===== config.mk =====
export PLATFORM = sky130hd
export DESIGN_NAME = qenc_pos_reg
export DESIGN_NICKNAME = d
export VERILOG_FILES = /design/src/rtl/qenc_pkg.sv /design/src/rtl/qenc_sync.sv /design/src/rtl/qenc_stepper.sv /design/src/rtl/qenc_counter.sv /design/src/rtl/qenc_regbus.sv /design/src/rtl/qenc_pos_reg.sv
export SDC_FILE = /design/constraint.sdc
export NUM_CORES = 1
export LEC_CHECK = 0
export ABC_AREA = 1
export ABC_CLOCK_PERIOD_IN_PS = 2000
export CAP_MARGIN = 20
export CORE_MARGIN = 2
export CORE_UTILIZATION = 60
export DETAILED_ROUTE_END_ITERATION = 10
export DONT_BUFFER_PORTS = 1
export PLACE_DENSITY = 0.76
export SLEW_MARGIN = 30
export SYNTH_ARGS = -nofsm -noshare
export SYNTH_HDL_FRONTEND = slang
export SYNTH_SLANG_ARGS = --single-unit

===== constraint.sdc =====
create_clock -name clk -period 2 [get_ports clk]
set_input_delay 0.6 -clock clk [delete_from_list [all_inputs] [get_ports clk]]
set_output_delay 0.6 -clock clk [all_outputs]
set_load 0.02 [all_outputs]

===== src/rtl/qenc_pkg.sv =====
package qenc_pkg;

   // register indices on the chip-enable vectors (index i = byte offset 4*i)
   localparam int unsigned REG_POS  = 0;
   localparam int unsigned REG_CTRL = 1;

   // signed width able to hold +/-limit
   function automatic int unsigned count_width(input int unsigned limit);
      return $clog2(limit + 1) + 1;
   endfunction

   typedef enum logic [1:0] {
      STEP_HOLD = 2'b00,
      STEP_UP   = 2'b01,
      STEP_DOWN = 2'b10
   } step_e;

endpackage


===== src/rtl/qenc_sync.sv =====
module qenc_sync #(
   parameter int unsigned STAGES = 2
) (
   input  logic clk,
   input  logic rst,
   input  logic din,
   output logic dout
);
   logic [STAGES-1:0] stage_q;

   for (genvar s = 0; s < STAGES; s++) begin : g_stage
      if (s == 0) begin : g_first
         always_ff @(posedge clk) begin
            if (rst) stage_q[0] <= 1'b0;
            else     stage_q[0] <= din;
         end
      end else begin : g_next
         always_ff @(posedge clk) begin
            if (rst) stage_q[s] <= 1'b0;
            else     stage_q[s] <= stage_q[s-1];
         end
      end
   end

   assign dout = stage_q[STAGES-1];
endmodule


===== src/rtl/qenc_stepper.sv =====
module qenc_stepper
   import qenc_pkg::*;
(
   input  logic  clk,
   input  logic  rst,
   input  logic  a_sync,
   input  logic  b_sync,
   output step_e step
);
   logic a_last_q;
   logic a_rise;

   always_ff @(posedge clk) begin
      if (rst) a_last_q <= 1'b0;
      else     a_last_q <= a_sync;
   end

   assign a_rise = a_sync & ~a_last_q;

   always_comb begin
      if (!a_rise)     step = STEP_HOLD;
      else if (b_sync) step = STEP_DOWN;
      else             step = STEP_UP;
   end
endmodule


===== src/rtl/qenc_counter.sv =====
module qenc_counter
   import qenc_pkg::*;
#(
   parameter int unsigned LIMIT = 5000,
   parameter int unsigned CNT_W = 14
) (
   input  logic                    clk,
   input  logic                    rst,
   input  logic                    clr,
   input  step_e                   step,
   output logic signed [CNT_W-1:0] count
);
   localparam logic signed [CNT_W-1:0] TOP_C = CNT_W'(LIMIT);
   localparam logic signed [CNT_W-1:0] BOT_C = -TOP_C;
   localparam logic signed [CNT_W-1:0] ONE_C = CNT_W'(1);

   logic signed [CNT_W-1:0] count_q;

   always_ff @(posedge clk) begin
      if (rst || clr) begin
         count_q <= '0;
      end else begin
         unique case (step)
            STEP_UP:   if (count_q != TOP_C) count_q <= count_q + ONE_C;
            STEP_DOWN: if (count_q != BOT_C) count_q <= count_q - ONE_C;
            default:   count_q <= count_q;
         endcase
      end
   end

   assign count = count_q;
endmodule


===== src/rtl/qenc_regbus.sv =====
module qenc_regbus
   import qenc_pkg::*;
#(
   parameter int unsigned DATA_W   = 32,
   parameter int unsigned NUM_REGS = 2,
   parameter int unsigned CNT_W    = 14
) (
   input  logic                    clk,
   input  logic                    rst,
   input  logic [0:NUM_REGS-1]     rd_ce,
   input  logic [0:NUM_REGS-1]     wr_ce,
   input  logic [0:DATA_W/8-1]     be,
   input  logic [0:DATA_W-1]       wdata,
   input  logic signed [CNT_W-1:0] count,
   output logic [0:DATA_W-1]       rd_data,
   output logic                    rd_ack,
   output logic                    wr_ack,
   output logic                    err,
   output logic                    clr_req
);
   localparam int unsigned LANES = DATA_W / 8;
   localparam int unsigned EXT_W = DATA_W - CNT_W;

   logic [0:DATA_W-1] reg_word [NUM_REGS];
   logic [0:DATA_W-1] ctrl_word;

   // control word: one register per byte lane
   for (genvar k = 0; k < LANES; k++) begin : g_lane
      logic [0:7] lane_q;
      always_ff @(posedge clk) begin
         if (rst)
            lane_q <= '0;
         else if (wr_ce[REG_CTRL] && be[k])
            lane_q <= wdata[k*8 +: 8];
      end
      assign ctrl_word[k*8 +: 8] = lane_q;
   end

   // register words in chip-enable order
   for (genvar i = 0; i < NUM_REGS; i++) begin : g_word
      if (i == REG_POS) begin : g_pos
         assign reg_word[i] = {{EXT_W{count[CNT_W-1]}}, count};
      end else if (i == REG_CTRL) begin : g_ctrl
         assign reg_word[i] = ctrl_word;
      end else begin : g_unused
         assign reg_word[i] = '0;
      end
   end

   always_comb begin
      rd_data = '0;
      for (int i = 0; i < NUM_REGS; i++) begin
         if (rd_ce[i]) rd_data = rd_data | reg_word[i];
      end
   end

   assign clr_req = wr_ce[REG_CTRL] & be[LANES-1] & wdata[DATA_W-1];
   assign rd_ack  = |rd_ce;
   assign wr_ack  = |wr_ce;
   assign err     = 1'b0;
endmodule


===== src/rtl/qenc_pos_reg.sv =====
module qenc_pos_reg
   import qenc_pkg::*;
#(
   parameter int unsigned DATA_W      = 32,
   parameter int unsigned NUM_REGS    = 2,
   parameter int unsigned LIMIT       = 5000,
   parameter int unsigned SYNC_STAGES = 2
) (
   input  logic                  clk,
   input  logic                  rst,
   input  logic                  enc_a,
   input  logic                  enc_b,
   input  logic [0:NUM_REGS-1]   rd_ce,
   input  logic [0:NUM_REGS-1]   wr_ce,
   input  logic [0:DATA_W/8-1]   be,
   input  logic [0:DATA_W-1]     wdata,
   output logic [0:DATA_W-1]     rd_data,
   output logic                  rd_ack,
   output logic                  wr_ack,
   output logic                  err
);
   localparam int unsigned CNT_W  = count_width(LIMIT);
   localparam int unsigned N_CHAN = 2;

   // elaboration-time parameter checks
   if (DATA_W % 8 != 0) begin : g_bad_width
      $error("qenc_pos_reg: DATA_W must be a multiple of 8");
   end
   if (CNT_W >= DATA_W) begin : g_bad_limit
      $error("qenc_pos_reg: LIMIT too large for DATA_W");
   end
   if (NUM_REGS < 2) begin : g_bad_regs
      $error("qenc_pos_reg: NUM_REGS must be at least 2");
   end
   if (SYNC_STAGES < 2) begin : g_bad_sync
      $error("qenc_pos_reg: SYNC_STAGES must be at least 2");
   end

   logic [N_CHAN-1:0]       chan_raw;
   logic [N_CHAN-1:0]       chan_sync;
   step_e                   step_w;
   logic                    clr_w;
   logic signed [CNT_W-1:0] count_w;

   assign chan_raw = {enc_a, enc_b};

   for (genvar c = 0; c < N_CHAN; c++) begin : g_chan
      qenc_sync #(.STAGES(SYNC_STAGES)) u_sync (
         .clk  (clk),
         .rst  (rst),
         .din  (chan_raw[c]),
         .dout (chan_sync[c])
      );
   end

   qenc_stepper u_stepper (
      .clk    (clk),
      .rst    (rst),
      .a_sync (chan_sync[1]),
      .b_sync (chan_sync[0]),
      .step   (step_w)
   );

   qenc_counter #(.LIMIT(LIMIT), .CNT_W(CNT_W)) u_counter (
      .clk   (clk),
      .rst   (rst),
      .clr   (clr_w),
      .step  (step_w),
      .count (count_w)
   );

   qenc_regbus #(.DATA_W(DATA_W), .NUM_REGS(NUM_REGS), .CNT_W(CNT_W)) u_regbus (
      .clk     (clk),
      .rst     (rst),
      .rd_ce   (rd_ce),
      .wr_ce   (wr_ce),
      .be      (be),
      .wdata   (wdata),
      .count   (count_w),
      .rd_data (rd_data),
      .rd_ack  (rd_ack),
      .wr_ack  (wr_ack),
      .err     (err),
      .clr_req (clr_w)
   );
endmodule


==> results.md <==
* Status: complete, no violations
* Setup TNS at 0 ps
* Via count at 2921
* Sequential area share after synthesis at a little over a third
* DRT Pass-1 Iters at 4
* Post-synth ARST share at 0%
* Wire per inst at approximately 14 um
* Critical Path Start Type: register
* Syn nets at 504
* H-tree lvl count at 2
* Antenna-violating nets left at 0
* CP Cell Sequence: nand2_1 -> buf_4 -> nand2_1 -> buf_4
* Share of layout cells above drive strength 1 at 10.7%
* RR Startpoint: u_stepper.a_last_q
* Die area at 5320 um^2
* Cts bufs inserted at 5
* Yosys cell types at 30
* Yosys warns at 0
* CTS tree: built
* Crit path max fanout at 10
* Vert. Die Dim at 72.9 um
* Vias in the first global route at 2767
* Clk_skew at 4.46 ps
* DRT iter0 DRCs at 295
* Crit path DAT at 1300 ps
* DRC at 0
* First-pass GRT wire length at roughly 12 mm
* Largest delay share family, worst path: flip-flops
* Boundary Pins at 79
* Dominant cell type by area after synthesis: dfxtp_1
* Number of max-cap violations at 0
* Final WS setup at between 100 and 150 ps
* Bufs and invs on worst path at 2
* Largest net degree at the start of global routing at 34
* Comb power frac at 15.5%
* Leakage power at 1.60 nW
* Clock Power Share at 29.5%
* Routed wire length at roughly 7.3 mm
* Endpoint class of the critical path: primary output
* Initial Utilization at 61.2%
* CP Class: register to primary output
* Final hold violation count at 0
* EDFF count, synth at 0
* CTS Hold Bufs at 0
* Core area at 4660 um^2
* Critical R2R Capture: u_counter.count[10]
* Clock root cell: clkbuf_8
* Sw power at 0.592 mW
* PortBufs at 0
* Top-count cell post-synth: nand2_1
* Hold worst-path end: u_stepper.a_last_q
* Post-CTS resize count at 0
* DP Worst Slack at 136 ps
* Setup violations, final at 0
* Total gr overflow at 0
* PD cells at 646 nW/um^2
* Worst R2R Setup Slack at ~170 ps
* Sink Count at 51
* Post-Synthesis Cells at 459
* CP max-delay cell: dfxtp_1
* Synth top area cells: dfxtp_1, nand2_1, nor2_1
* Final Critical Period at 1900 ps
* Final nets at 520
* Sequential power share at 55.0%
* Syn_area_per_cell at 6.21 um^2
* Overall routing resource usage at about 29%
* Slowest stage delay, CP at 440 ps
* Commonest cells post-synth: nand2_1, nor2_1, inv_1, o21ai_0, dfxtp_1
* Slew Limit Fails at 0
* Clock Latency Late Sink at around 300 ps
* DP HPWL at 5.43 mm
* Via/cell ratio at 5.51
* Reg2reg path depth at 15
* Hold path depth at 1
* VDD IR-drop max at approximately 0.00046 V
* Internal power at ~1.4 mW
* Area Growth Syn to Fin at 9.70%
* Flops & latches, synth at 51
* Worst Hold Launch: rst
* Die W at 72.9 um
* Synthesized area at 2850 um^2
* Clock Path Buffers at 2
* Ant diodes at 0
* Hold slack at 355 ps
* Synth top area share at around 36%
* Top FF cell, synth: dfxtp_1
* Post-CTS Repair Setup Buffers at 0
* GP Congestion at 0.981
* Total Power at 2.02 mW
* Fmax at 526 MHz
* Crit share post-route at 95.0%
* Reg clk slew, reported paths at 90 ps
* Sw frac at 29.3%
* FP Rows at 25
* Critical Path RT at ~1400 ps
* Hold WC Path Type: input pin to register
* Fin util at 67.1%
* Initial antenna violation count at 0
## flip-flops by register name, summed over array words and instances, names as in the netlist
| name | flops |
|---|---|
| g_chan.u_sync.stage_q | 2 |
| g_chan.u_sync.dout | 2 |
| u_stepper.a_last_q | 1 |
| u_regbus.g_lane.lane_q | 32 |
| u_counter.count | 14 |
## cell usage in the layout, fill, tap and decap left out, types with 2 or more instances in the layout
master,n
nor3_1,2
nand2_1,122
xor2_1,6
nand4_1,10
inv_2,3
a41oi_1,3
inv_1,52
a21oi_1,17
nand2_2,4
or2_2,2
nor2_1,77
o21ai_0,52
clkbuf_8,5
dfxtp_1,49
nand3_1,24
dfxtp_2,2
o41ai_1,3
nor2_2,2
buf_4,25
nor4_1,2
## power groups by stage
stage | logic (mW) | registers (mW) | clock network, mW
5_1_grt | 0.354 | 1.12 | 0.662
2_1_floorplan | 0.244 | 1.12 | 0
4_1_cts | 0.312 | 1.11 | 0.618
6_report | 0.313 | 1.11 | 0.597
3_3_place_gp | 0.305 | 1.13 | 0
3_5_place_dp | 0.311 | 1.13 | 0
## metal layers
layer	share of wire [%]	wire length, um	global-route usage, %	up-vias
met5	0	0	0	-
met4	1.7	127	8.44	0
met1	43	3110	37.1	1304
met2	48	3460	48.6	114
li1	-	-	-	1487
met3	7.8	567	7.32	16
## through the flow
stage / area (um^2) / std cells
after global placement: 3030 / 522
after detailed placement: 3030 / 522
final: 3130 / 530
after floorplan: 2850 / 459
after CTS: 3120 / 530
after global routing: 3130 / 530
## cells by family (layout without fill, tap and decap cells)
family | Yosys count | after routing | share of synthesized area, %
simple gates | 250 | 250 | 36.8
compound gates | 77 | 77 | 14.5
buf+inv | 72 | 89 | 10.2
flops | 51 | 51 | 35.8
xor+xnor | 7 | 7 | 2.15
fa+ha+maj | 1 | 1 | 0.439
other cells | 1 | 1 | 0.132
## how the worst max path moves through the flow
| stage | start | end | slack (ps) | cells past startpoint |
|---|---|---|---|---|
| after CTS | u_counter.count[13] | rd_data[9] | 70 | 4 |
| after floorplan | rd_ce[1] | rd_data[19] | 60 | 4 |
| after detailed placement | u_stepper.a_last_q | u_counter.count[12] | 140 | 16 |
| final | u_counter.count[13] | rd_data[9] | 100 | 4 |
| after global routing | u_stepper.a_last_q | u_counter.count[10] | -1 | 15 |
| after global placement | u_stepper.a_last_q | u_counter.count[12] | 170 | 15 |
## final cells by class
type                       count  area [um^2]
multi-input combinational    336         1550
fill                         421         1530
sequential                    51         1020
inverter                      56          213
timing repair buffer          25          188
clock buffer                   6         72.6
tap                           54         67.6
clock inverter                 2         16.3
No activity file was read; power rests on OpenSTA's default activity.
